$ cat config.mk
export PLATFORM = sky130hd
export DESIGN_NAME = sp_cfg_loader
export DESIGN_NICKNAME = d
export VERILOG_FILES = /design/src/rtl/cfg_loader_pkg.sv /design/src/rtl/cfg_ld_tmo.sv /design/src/rtl/cfg_ld_cclk.sv /design/src/rtl/cfg_ld_seq.sv /design/src/rtl/sp_cfg_loader.sv
export SDC_FILE = /design/constraint.sdc
export NUM_CORES = 1
export LEC_CHECK = 0
export ABC_AREA = 1
export BUFFER_PORTS_ARGS = -buffer_cell sky130_fd_sc_hd__buf_2
export CAP_MARGIN = 20
export CORE_MARGIN = 5
export CORE_UTILIZATION = 64
export CTS_CLUSTER_DIAMETER = 80
export DETAILED_ROUTE_END_ITERATION = 12
export GPL_ROUTABILITY_DRIVEN = 0
export GPL_TIMING_DRIVEN = 0
export PLACE_DENSITY_LB_ADDON = 0.2
export SETUP_SLACK_MARGIN = 0.4
export SLEW_MARGIN = 25
export SYNTH_ARGS = -nofsm -noshare
export SYNTH_HDL_FRONTEND = slang
export SYNTH_HIERARCHICAL = 1
export SYNTH_SLANG_ARGS = --single-unit
$ cat constraint.sdc
create_clock -name clk -period 5.3 [get_ports clk]
set_input_delay 1.06 -clock clk [delete_from_list [all_inputs] [get_ports clk]]
set_output_delay 1.06 -clock clk [all_outputs]
set_load 0.005 [all_outputs]
$ cat src/rtl/cfg_loader_pkg.sv
package cfg_loader_pkg;

  typedef enum logic [3:0] {
    ST_IDLE,
    ST_PROG_LO,
    ST_PROG_REL,
    ST_PRE,
    ST_PAY,
    ST_POST,
    ST_WAIT_FIN,
    ST_OK,
    ST_ERR
  } ld_state_t;

  localparam logic [2:0] EC_NONE      = 3'd0;
  localparam logic [2:0] EC_PROG_ACK  = 3'd1;
  localparam logic [2:0] EC_INIT_RISE = 3'd2;
  localparam logic [2:0] EC_FIN_TMO   = 3'd3;
  localparam logic [2:0] EC_CFG_FAULT = 3'd4;

  localparam logic [7:0] FILL_HEAD = 8'hFF;
  localparam logic [7:0] FILL_TAIL = 8'h00;

  // bits needed for a counter that runs 0 .. n-1
  function automatic int cnt_width(input int unsigned n);
    return (n < 2) ? 1 : $clog2(n);
  endfunction

  function automatic logic in_data_phase(input ld_state_t s);
    return (s == ST_PRE) || (s == ST_PAY) || (s == ST_POST);
  endfunction

  function automatic logic is_pin_wait(input ld_state_t s);
    return (s == ST_PROG_LO) || (s == ST_PROG_REL) || (s == ST_WAIT_FIN);
  endfunction

  function automatic logic is_rest(input ld_state_t s);
    return (s == ST_IDLE) || (s == ST_OK) || (s == ST_ERR);
  endfunction

endpackage

$ cat src/rtl/cfg_ld_tmo.sv
module cfg_ld_tmo
  import cfg_loader_pkg::*;
#(
  parameter int unsigned LIMIT = 1000
) (
  input  logic clk,
  input  logic rst_n,
  input  logic run_i,
  input  logic clr_i,
  output logic hit_o
);
  localparam int TW = cnt_width(LIMIT);
  localparam logic [TW-1:0] LAST = TW'(LIMIT - 1);

  logic [TW-1:0] cnt_q;

  always_ff @(posedge clk or negedge rst_n) begin
    if (!rst_n)               cnt_q <= '0;
    else if (clr_i || !run_i) cnt_q <= '0;
    else if (cnt_q != LAST)   cnt_q <= cnt_q + 1'b1;
  end

  assign hit_o = run_i && (cnt_q == LAST);

  AST_TMO_NO_WRAP: assert property (@(posedge clk) disable iff (!rst_n)
    cnt_q <= LAST);
endmodule

$ cat src/rtl/cfg_ld_cclk.sv
module cfg_ld_cclk
  import cfg_loader_pkg::*;
#(
  parameter int unsigned CCLK_LO = 2,
  parameter int unsigned CCLK_HI = 2
) (
  input  logic       clk,
  input  logic       rst_n,
  input  logic       load_i,
  input  logic [7:0] byte_i,
  output logic       cclk_o,
  output logic [7:0] pins_o,
  output logic       active_o,
  output logic       byte_done_o
);
  localparam int unsigned PMAX = (CCLK_LO > CCLK_HI) ? CCLK_LO : CCLK_HI;
  localparam int PW = cnt_width(PMAX);
  localparam logic [PW-1:0] LO_LAST = PW'(CCLK_LO - 1);
  localparam logic [PW-1:0] HI_LAST = PW'(CCLK_HI - 1);

  logic          active_q, cclk_q;
  logic [PW-1:0] ph_q;
  logic [7:0]    pins_q;
  logic [7:0]    swapped;

  // most significant bit of the byte lands on lane 0
  for (genvar i = 0; i < 8; i++) begin : g_lane
    assign swapped[i] = byte_i[7-i];
  end

  always_ff @(posedge clk or negedge rst_n) begin
    if (!rst_n) begin
      active_q <= 1'b0;
      cclk_q   <= 1'b1;
      ph_q     <= '0;
      pins_q   <= '0;
    end else if (load_i && !active_q) begin
      active_q <= 1'b1;
      cclk_q   <= 1'b0;
      ph_q     <= '0;
      pins_q   <= swapped;
    end else if (active_q) begin
      if (!cclk_q) begin
        if (ph_q == LO_LAST) begin
          cclk_q <= 1'b1;
          ph_q   <= '0;
        end else begin
          ph_q <= ph_q + 1'b1;
        end
      end else begin
        if (ph_q == HI_LAST) begin
          active_q <= 1'b0;
          ph_q     <= '0;
        end else begin
          ph_q <= ph_q + 1'b1;
        end
      end
    end
  end

  assign cclk_o      = cclk_q;
  assign pins_o      = pins_q;
  assign active_o    = active_q;
  assign byte_done_o = active_q && cclk_q && (ph_q == HI_LAST);

  AST_PINS_HOLD_HI: assert property (@(posedge clk) disable iff (!rst_n)
    (cclk_o && $past(cclk_o)) |-> $stable(pins_o));
  AST_LOW_IN_SLOT: assert property (@(posedge clk) disable iff (!rst_n)
    !cclk_o |-> active_o);
endmodule

$ cat src/rtl/cfg_ld_seq.sv
module cfg_ld_seq
  import cfg_loader_pkg::*;
#(
  parameter int unsigned PAD_BYTES = 64,
  parameter int unsigned LEN_W     = 16
) (
  input  logic             clk,
  input  logic             rst_n,
  input  logic             start_i,
  input  logic [LEN_W-1:0] len_i,
  input  logic [7:0]       s_data_i,
  input  logic             s_valid_i,
  input  logic             init_i,
  input  logic             done_i,
  input  logic             slot_busy_i,
  input  logic             byte_done_i,
  input  logic             tmo_hit_i,
  output logic             s_ready_o,
  output logic             load_o,
  output logic [7:0]       load_byte_o,
  output ld_state_t        state_o,
  output logic             state_chg_o,
  output logic             wait_o,
  output logic [2:0]       err_code_o
);
  localparam logic [LEN_W-1:0] PAD_L = LEN_W'(PAD_BYTES);

  ld_state_t        state_q, state_d;
  logic [2:0]       err_q, err_d;
  logic [LEN_W-1:0] cnt_q, len_q, target;
  logic             data_ph, phase_end, rest;

  assign rest      = is_rest(state_q);
  assign data_ph   = in_data_phase(state_q);
  assign target    = (state_q == ST_PAY) ? len_q : PAD_L;
  assign phase_end = data_ph && !slot_busy_i && (cnt_q == target);

  assign s_ready_o   = (state_q == ST_PAY) && !slot_busy_i && !phase_end;
  assign load_o      = data_ph && !slot_busy_i && !phase_end &&
                       ((state_q != ST_PAY) || s_valid_i);
  assign load_byte_o = (state_q == ST_PAY) ? s_data_i :
                       (state_q == ST_PRE) ? FILL_HEAD : FILL_TAIL;

  always_comb begin
    state_d = state_q;
    err_d   = err_q;
    case (state_q)
      ST_IDLE, ST_OK, ST_ERR: begin
        if (start_i) begin
          state_d = ST_PROG_LO;
          err_d   = EC_NONE;
        end
      end
      ST_PROG_LO: begin
        if (!done_i) state_d = ST_PROG_REL;
        else if (tmo_hit_i) begin
          state_d = ST_ERR;
          err_d   = EC_PROG_ACK;
        end
      end
      ST_PROG_REL: begin
        if (init_i) state_d = ST_PRE;
        else if (tmo_hit_i) begin
          state_d = ST_ERR;
          err_d   = EC_INIT_RISE;
        end
      end
      ST_PRE:  if (phase_end) state_d = ST_PAY;
      ST_PAY:  if (phase_end) state_d = ST_POST;
      ST_POST: if (phase_end) state_d = ST_WAIT_FIN;
      ST_WAIT_FIN: begin
        if (done_i) state_d = ST_OK;
        else if (!init_i) begin
          state_d = ST_ERR;
          err_d   = EC_CFG_FAULT;
        end else if (tmo_hit_i) begin
          state_d = ST_ERR;
          err_d   = EC_FIN_TMO;
        end
      end
      default: state_d = ST_IDLE;
    endcase
  end

  always_ff @(posedge clk or negedge rst_n) begin
    if (!rst_n) begin
      state_q <= ST_IDLE;
      err_q   <= EC_NONE;
      cnt_q   <= '0;
      len_q   <= '0;
    end else begin
      state_q <= state_d;
      err_q   <= err_d;
      if (rest && start_i) len_q <= len_i;
      if (state_d != state_q) cnt_q <= '0;
      else if (byte_done_i)   cnt_q <= cnt_q + 1'b1;
    end
  end

  assign state_o     = state_q;
  assign state_chg_o = (state_d != state_q);
  assign wait_o      = is_pin_wait(state_q);
  assign err_code_o  = err_q;

  AST_CNT_BOUND: assert property (@(posedge clk) disable iff (!rst_n)
    data_ph |-> (cnt_q <= target));
  AST_LEN_FROZEN: assert property (@(posedge clk) disable iff (!rst_n)
    (!rest && $past(!rest)) |-> $stable(len_q));
endmodule

$ cat src/rtl/sp_cfg_loader.sv
module sp_cfg_loader
  import cfg_loader_pkg::*;
#(
  parameter int unsigned PAD_BYTES  = 64,
  parameter int unsigned CCLK_LO    = 2,
  parameter int unsigned CCLK_HI    = 2,
  parameter int unsigned TMO_CYCLES = 100000,
  parameter int unsigned LEN_W      = 20
) (
  input  logic             clk,
  input  logic             rst_n,
  input  logic             start_i,
  input  logic [LEN_W-1:0] payload_len_i,
  input  logic [7:0]       s_data_i,
  input  logic             s_valid_i,
  output logic             s_ready_o,
  output logic             prog_n_o,
  output logic             cs_n_o,
  output logic             wr_n_o,
  output logic             cclk_o,
  output logic [7:0]       d_o,
  input  logic             init_i,
  input  logic             done_i,
  output logic             busy_o,
  output logic             done_ok_o,
  output logic             err_o,
  output logic [2:0]       err_code_o
);
  ld_state_t  state;
  logic       load, slot_busy, byte_done, tmo_hit, state_chg, in_wait;
  logic [7:0] load_byte;

  cfg_ld_seq #(.PAD_BYTES(PAD_BYTES), .LEN_W(LEN_W)) u_seq (
    .clk(clk), .rst_n(rst_n), .start_i(start_i), .len_i(payload_len_i),
    .s_data_i(s_data_i), .s_valid_i(s_valid_i), .init_i(init_i), .done_i(done_i),
    .slot_busy_i(slot_busy), .byte_done_i(byte_done), .tmo_hit_i(tmo_hit),
    .s_ready_o(s_ready_o), .load_o(load), .load_byte_o(load_byte),
    .state_o(state), .state_chg_o(state_chg), .wait_o(in_wait),
    .err_code_o(err_code_o)
  );

  cfg_ld_cclk #(.CCLK_LO(CCLK_LO), .CCLK_HI(CCLK_HI)) u_cclk (
    .clk(clk), .rst_n(rst_n), .load_i(load), .byte_i(load_byte),
    .cclk_o(cclk_o), .pins_o(d_o), .active_o(slot_busy), .byte_done_o(byte_done)
  );

  cfg_ld_tmo #(.LIMIT(TMO_CYCLES)) u_tmo (
    .clk(clk), .rst_n(rst_n), .run_i(in_wait), .clr_i(state_chg), .hit_o(tmo_hit)
  );

  assign prog_n_o  = (state != ST_PROG_LO);
  assign cs_n_o    = !in_data_phase(state);
  assign wr_n_o    = !in_data_phase(state);
  assign busy_o    = !is_rest(state);
  assign done_ok_o = (state == ST_OK);
  assign err_o     = (state == ST_ERR);

  AST_DATA_AFTER_INIT: assert property (@(posedge clk) disable iff (!rst_n)
    $fell(cs_n_o) |-> ($past(init_i) && prog_n_o));
  AST_PROG_NO_DATA: assert property (@(posedge clk) disable iff (!rst_n)
    !prog_n_o |-> (cs_n_o && cclk_o));
  AST_READY_IN_PAYLOAD: assert property (@(posedge clk) disable iff (!rst_n)
    s_ready_o |-> (!cs_n_o && !wr_n_o && cclk_o));
  AST_OK_NEEDS_DONE: assert property (@(posedge clk) disable iff (!rst_n)
    $rose(done_ok_o) |-> $past(done_i));
  AST_ERR_HAS_CODE: assert property (@(posedge clk) disable iff (!rst_n)
    $rose(err_o) |-> (err_code_o != 3'd0));
endmodule

==> results.md <==
- Run status: finished, final reports clean
- Timing endpoint of the critical path: u_tmo/cnt_q[1]
- Initial antenna violation count: 0
- NumNets Final: 778
- Number of cells on the critical path: 15
- Critical-path maximum fanout: 11
- Count of antenna diodes in the layout: 0
- Sequential share of the synthesized area: 0.398
- Smallest setup slack after layout: 1880 ps
- Post-route fraction of the period consumed by the critical path: 0.645
- Total wire length after detailed routing: ~11000 um
- Final Hold Fails: 0
- Endpoint of the most critical register-to-register path: u_tmo/cnt_q[1]
- I/O pin cnt: between 50 and 60
- Most used cells in the layout excluding fill and tap cells: nand2_1 (235), nor2_1 (75), dfrtp_1 (74), inv_1 (63), nand3_1 (60)
- Crit path launch type: register
- Synth Cell Area: 4720 um^2
- Detailed-routing iteration count for the pre-antenna-repair pass: 4
- Worst-case reg-to-reg path depth: 15
- Final min period: 3420 ps
- Horizontal die dimension: ~96 um
- Resize count post-CTS: 0
- Max-cap violations: 0
- Detailed Route Iter0 Violations: 268
- Worst hold margin: ~470 ps
- Combinational family with the most area after synthesis: simple AND/OR/NAND/NOR gates
- IR Drop Worst-Case VDD: 0.427 mV
- Fmax: 0.293 GHz
- Number of routed nets with antenna violations: 0
- Data required time of the worst path: around 5600 ps
- Sum of net half-perimeters after detailed placement: slightly above 8000 um
- Share of cells above drive strength 1: 0.198
- Syn Inst Count: 678
- Chip Height: 95.9 um
- Number of buffer and inverter instances along the worst setup path: 4
- Unique cell type count in the Yosys netlist: 42
- Initial core utilization: 0.654
- Pin count of the biggest net entering global routing: 40
- Clock tree from TritonCTS: yes
- Worst-margin pin slew: 579 ps
- Number of design rule violations left after detail routing: 0
- Setup TNS Final: 0 ps
- Avg Cell Area, Syn: 6.96 um^2
- Worst-case setup slack after placement: 1980 ps
- Multiplexer share of the synthesized area: 0.00239
- Post-synthesis share of cell area spent on full adders, half adders and majority gates: 0.00530
- List of cells traversed by the critical path: inv_2 -> nand2_1 -> o21ai_0 -> inv_1 -> nor2_1 -> nor4_1 -> nor4_1 -> nand3_2 -> nand2_1 -> nand3_2 -> buf_6 -> nor2_2 -> buf_2 -> nand4_1 -> nand2_1
- Final global-route overflow total: 0
- IO buf count: 52
- DR vias/cell: 5.34
- Overall power after layout: 2.35 mW
- Placement Rows: 31
- Sinks on Clock Net: 75
- Worst-path cell with the longest stage delay: nor4_1
- Clock input transition at the sequential cells of the worst setup and hold paths: roughly 80 ps
- Final clock skew: 14.1 ps
- Critical Path Source: u_seq/state_o[0]
- Num CTS Buffers: 9
- Count of synthesis-stage warnings from yosys: 6
- Kind of path behind the tightest hold check: register to register
- Count of final max-slew check failures: 0
- H-tree Lvls: 3
- Root Buffer: clkbuf_8
- Most used cell, CP: nand2_1
- RSZ-0062 raised after global routing: no
- Clock latency on the worst-skew pair: between 300 and 400 ps
- Number of buffers inserted by post-CTS setup repair: 0
- Slowest stage delay, CP: 510 ps
- Family with the most delay on the worst path: simple AND/OR/NAND/NOR gates
- FF+latch count, synth: 75
- Die outline area: between 9000 and 10000 um^2
- Static leakage power: 2.68 nW
- R2r setup slk: 1880 ps
- Number of hold-repair buffers added at the cts stage: 0
- Layout-stage area growth over the synthesis result: 12.7%
- Power per cell area: 441 nW/um^2
- Buffer levels on the longest clock path: 2
- Post-synthesis simple-gate area fraction: 0.440
- Relative max-transition margin: 0.610
- Std-Cell Core Area: around 7200 um^2
- Global-route wire length before repair: 18700 um
- Syn Nets: 714
- Total global routing track utilization: 0.256
- Kind of end point of the critical path: register
- Leading cell type in the layout, fill and taps excluded: nand2_1
- Setup Viol. Count Final: 0
- Number of global-route vias before repair: 4258
- Crit Path Category: register to register
- Area fraction in compound gates after synthesis: 0.0512
- Arrival @ worst endpoint: 3710 ps
- Routed vias: roughly 4500
- Startpoint of the lowest-slack register-to-register path: u_seq/state_o[0]
- Routed wire per std cell: 12.9 um
- Parity-gate share of the synthesized area counting xor and xnor cells: 0.0223
-- power by group --
| part | switching (mW) | internal (mW) |
|---|---|---|
| Clock | 0.210 | 0.228 |
| Sequential | 0.139 | 0.708 |
| Combinational | 0.697 | 0.364 |
-- metal layers --
metal  track usage  vias up  wire [um]  share of wire
li1              -     2276          -              -
met1         0.325     2067       4680           0.43
met2         0.432      151       5280           0.49
met3        0.0493       27        666          0.061
met4         0.102        0        259          0.024
met5             0        -          0              0
-- final cells by class --
class                           count  area [um^2]
Clock inverter                      5         52.6
Timing Repair Buffer               53          283
Inverter                           72          270
Buffer                             16          110
Fill cell                         614         1900
Sequential cell                    75         1880
Tap cell                           99          124
Multi-Input combinational cell    515         2460
Clock buffer                       11          141
-- flip-flops by register name, summed over array words and instances (netlist names) --
register          flops
u_seq/cnt_q          20
u_seq/len_q          20
u_tmo/cnt_q          17
u_cclk/pins_o         8
u_seq/state_o         4
u_seq/err_code_o      3
u_cclk/active_o       1
u_cclk/cclk_o         1
u_cclk/ph_q           1
-- synth_stat cells, drive strengths merged --
master  count  area (um^2)
o21bai      2         18.8
or2         2         12.5
ha          2         25.0
o211ai      1         7.51
buf        11         81.3
xnor2       1         8.76
nor4        3         18.8
o21ai      15         78.8
nor2      109          529
dfstp       1         26.3
nor3       12         60.1
nand4      19          125
a211oi      2         15.0
a31oi       3         18.8
mux2        1         11.3
clkbuf      5         28.8
o31ai       2         15.0
o21a        1         7.51
clkinv      1         3.75
nand2     249          975
xor2       11         96.3
a21boi      1         11.3
and2        1         6.26
nand3      65          350
dfrtp      74         1850
a21oi      12         60.1
inv        71          267
a221oi      1         8.76
-- through the flow --
stage	instances	utilization	area, um^2
final	846	0.737	5320
after CTS	846	0.737	5320
after global placement	829	0.707	5100
after floorplan	678	-	4720
after global routing	846	0.737	5320
after detailed placement	830	0.710	5120
-- worst min-delay path by stage --
| stage | startpoint | to | slack [ps] | cells past startpoint |
|---|---|---|---|---|
| after global routing | u_cclk/pins_o[6] | u_cclk/pins_o[6] | 490 | 2 |
| after floorplan | u_seq/len_q[10] | u_seq/len_q[10] | 460 | 2 |
| after detailed placement | u_cclk/pins_o[6] | u_cclk/pins_o[6] | 450 | 2 |
| after global placement | u_cclk/pins_o[0] | u_cclk/pins_o[0] | 450 | 2 |
| after CTS | u_cclk/pins_o[6] | u_cclk/pins_o[6] | 470 | 2 |
| final | u_cclk/pins_o[6] | u_cclk/pins_o[6] | 470 | 2 |
-- kinds of logic (layout without fill, tap and decap cells) --
group                      after synthesis  count (layout)
muxes                                    1               1
AOI/OAI and AO/OA                       40              40
and+or+nand+nor                        460             460
xor gates and xnor gates                12              12
buffers and inverters                   88             157
DFF                                     75              75
adders and majority gates                2               2
-- worst reg2reg max path, cell delays in order, from the launching register on --
cell and delay, ps:
dfrtp_1 480, inv_2 170, nand2_1 110, o21ai_0 340
inv_1 120, nor2_1 260, nor4_1 100, nor4_1 510
nand3_2 140, nand2_1 100, nand3_2 140, buf_6 200
nor2_2 240, buf_2 260, nand4_1 120, nand2_1 70
No activity file was read; power rests on OpenSTA's default activity.
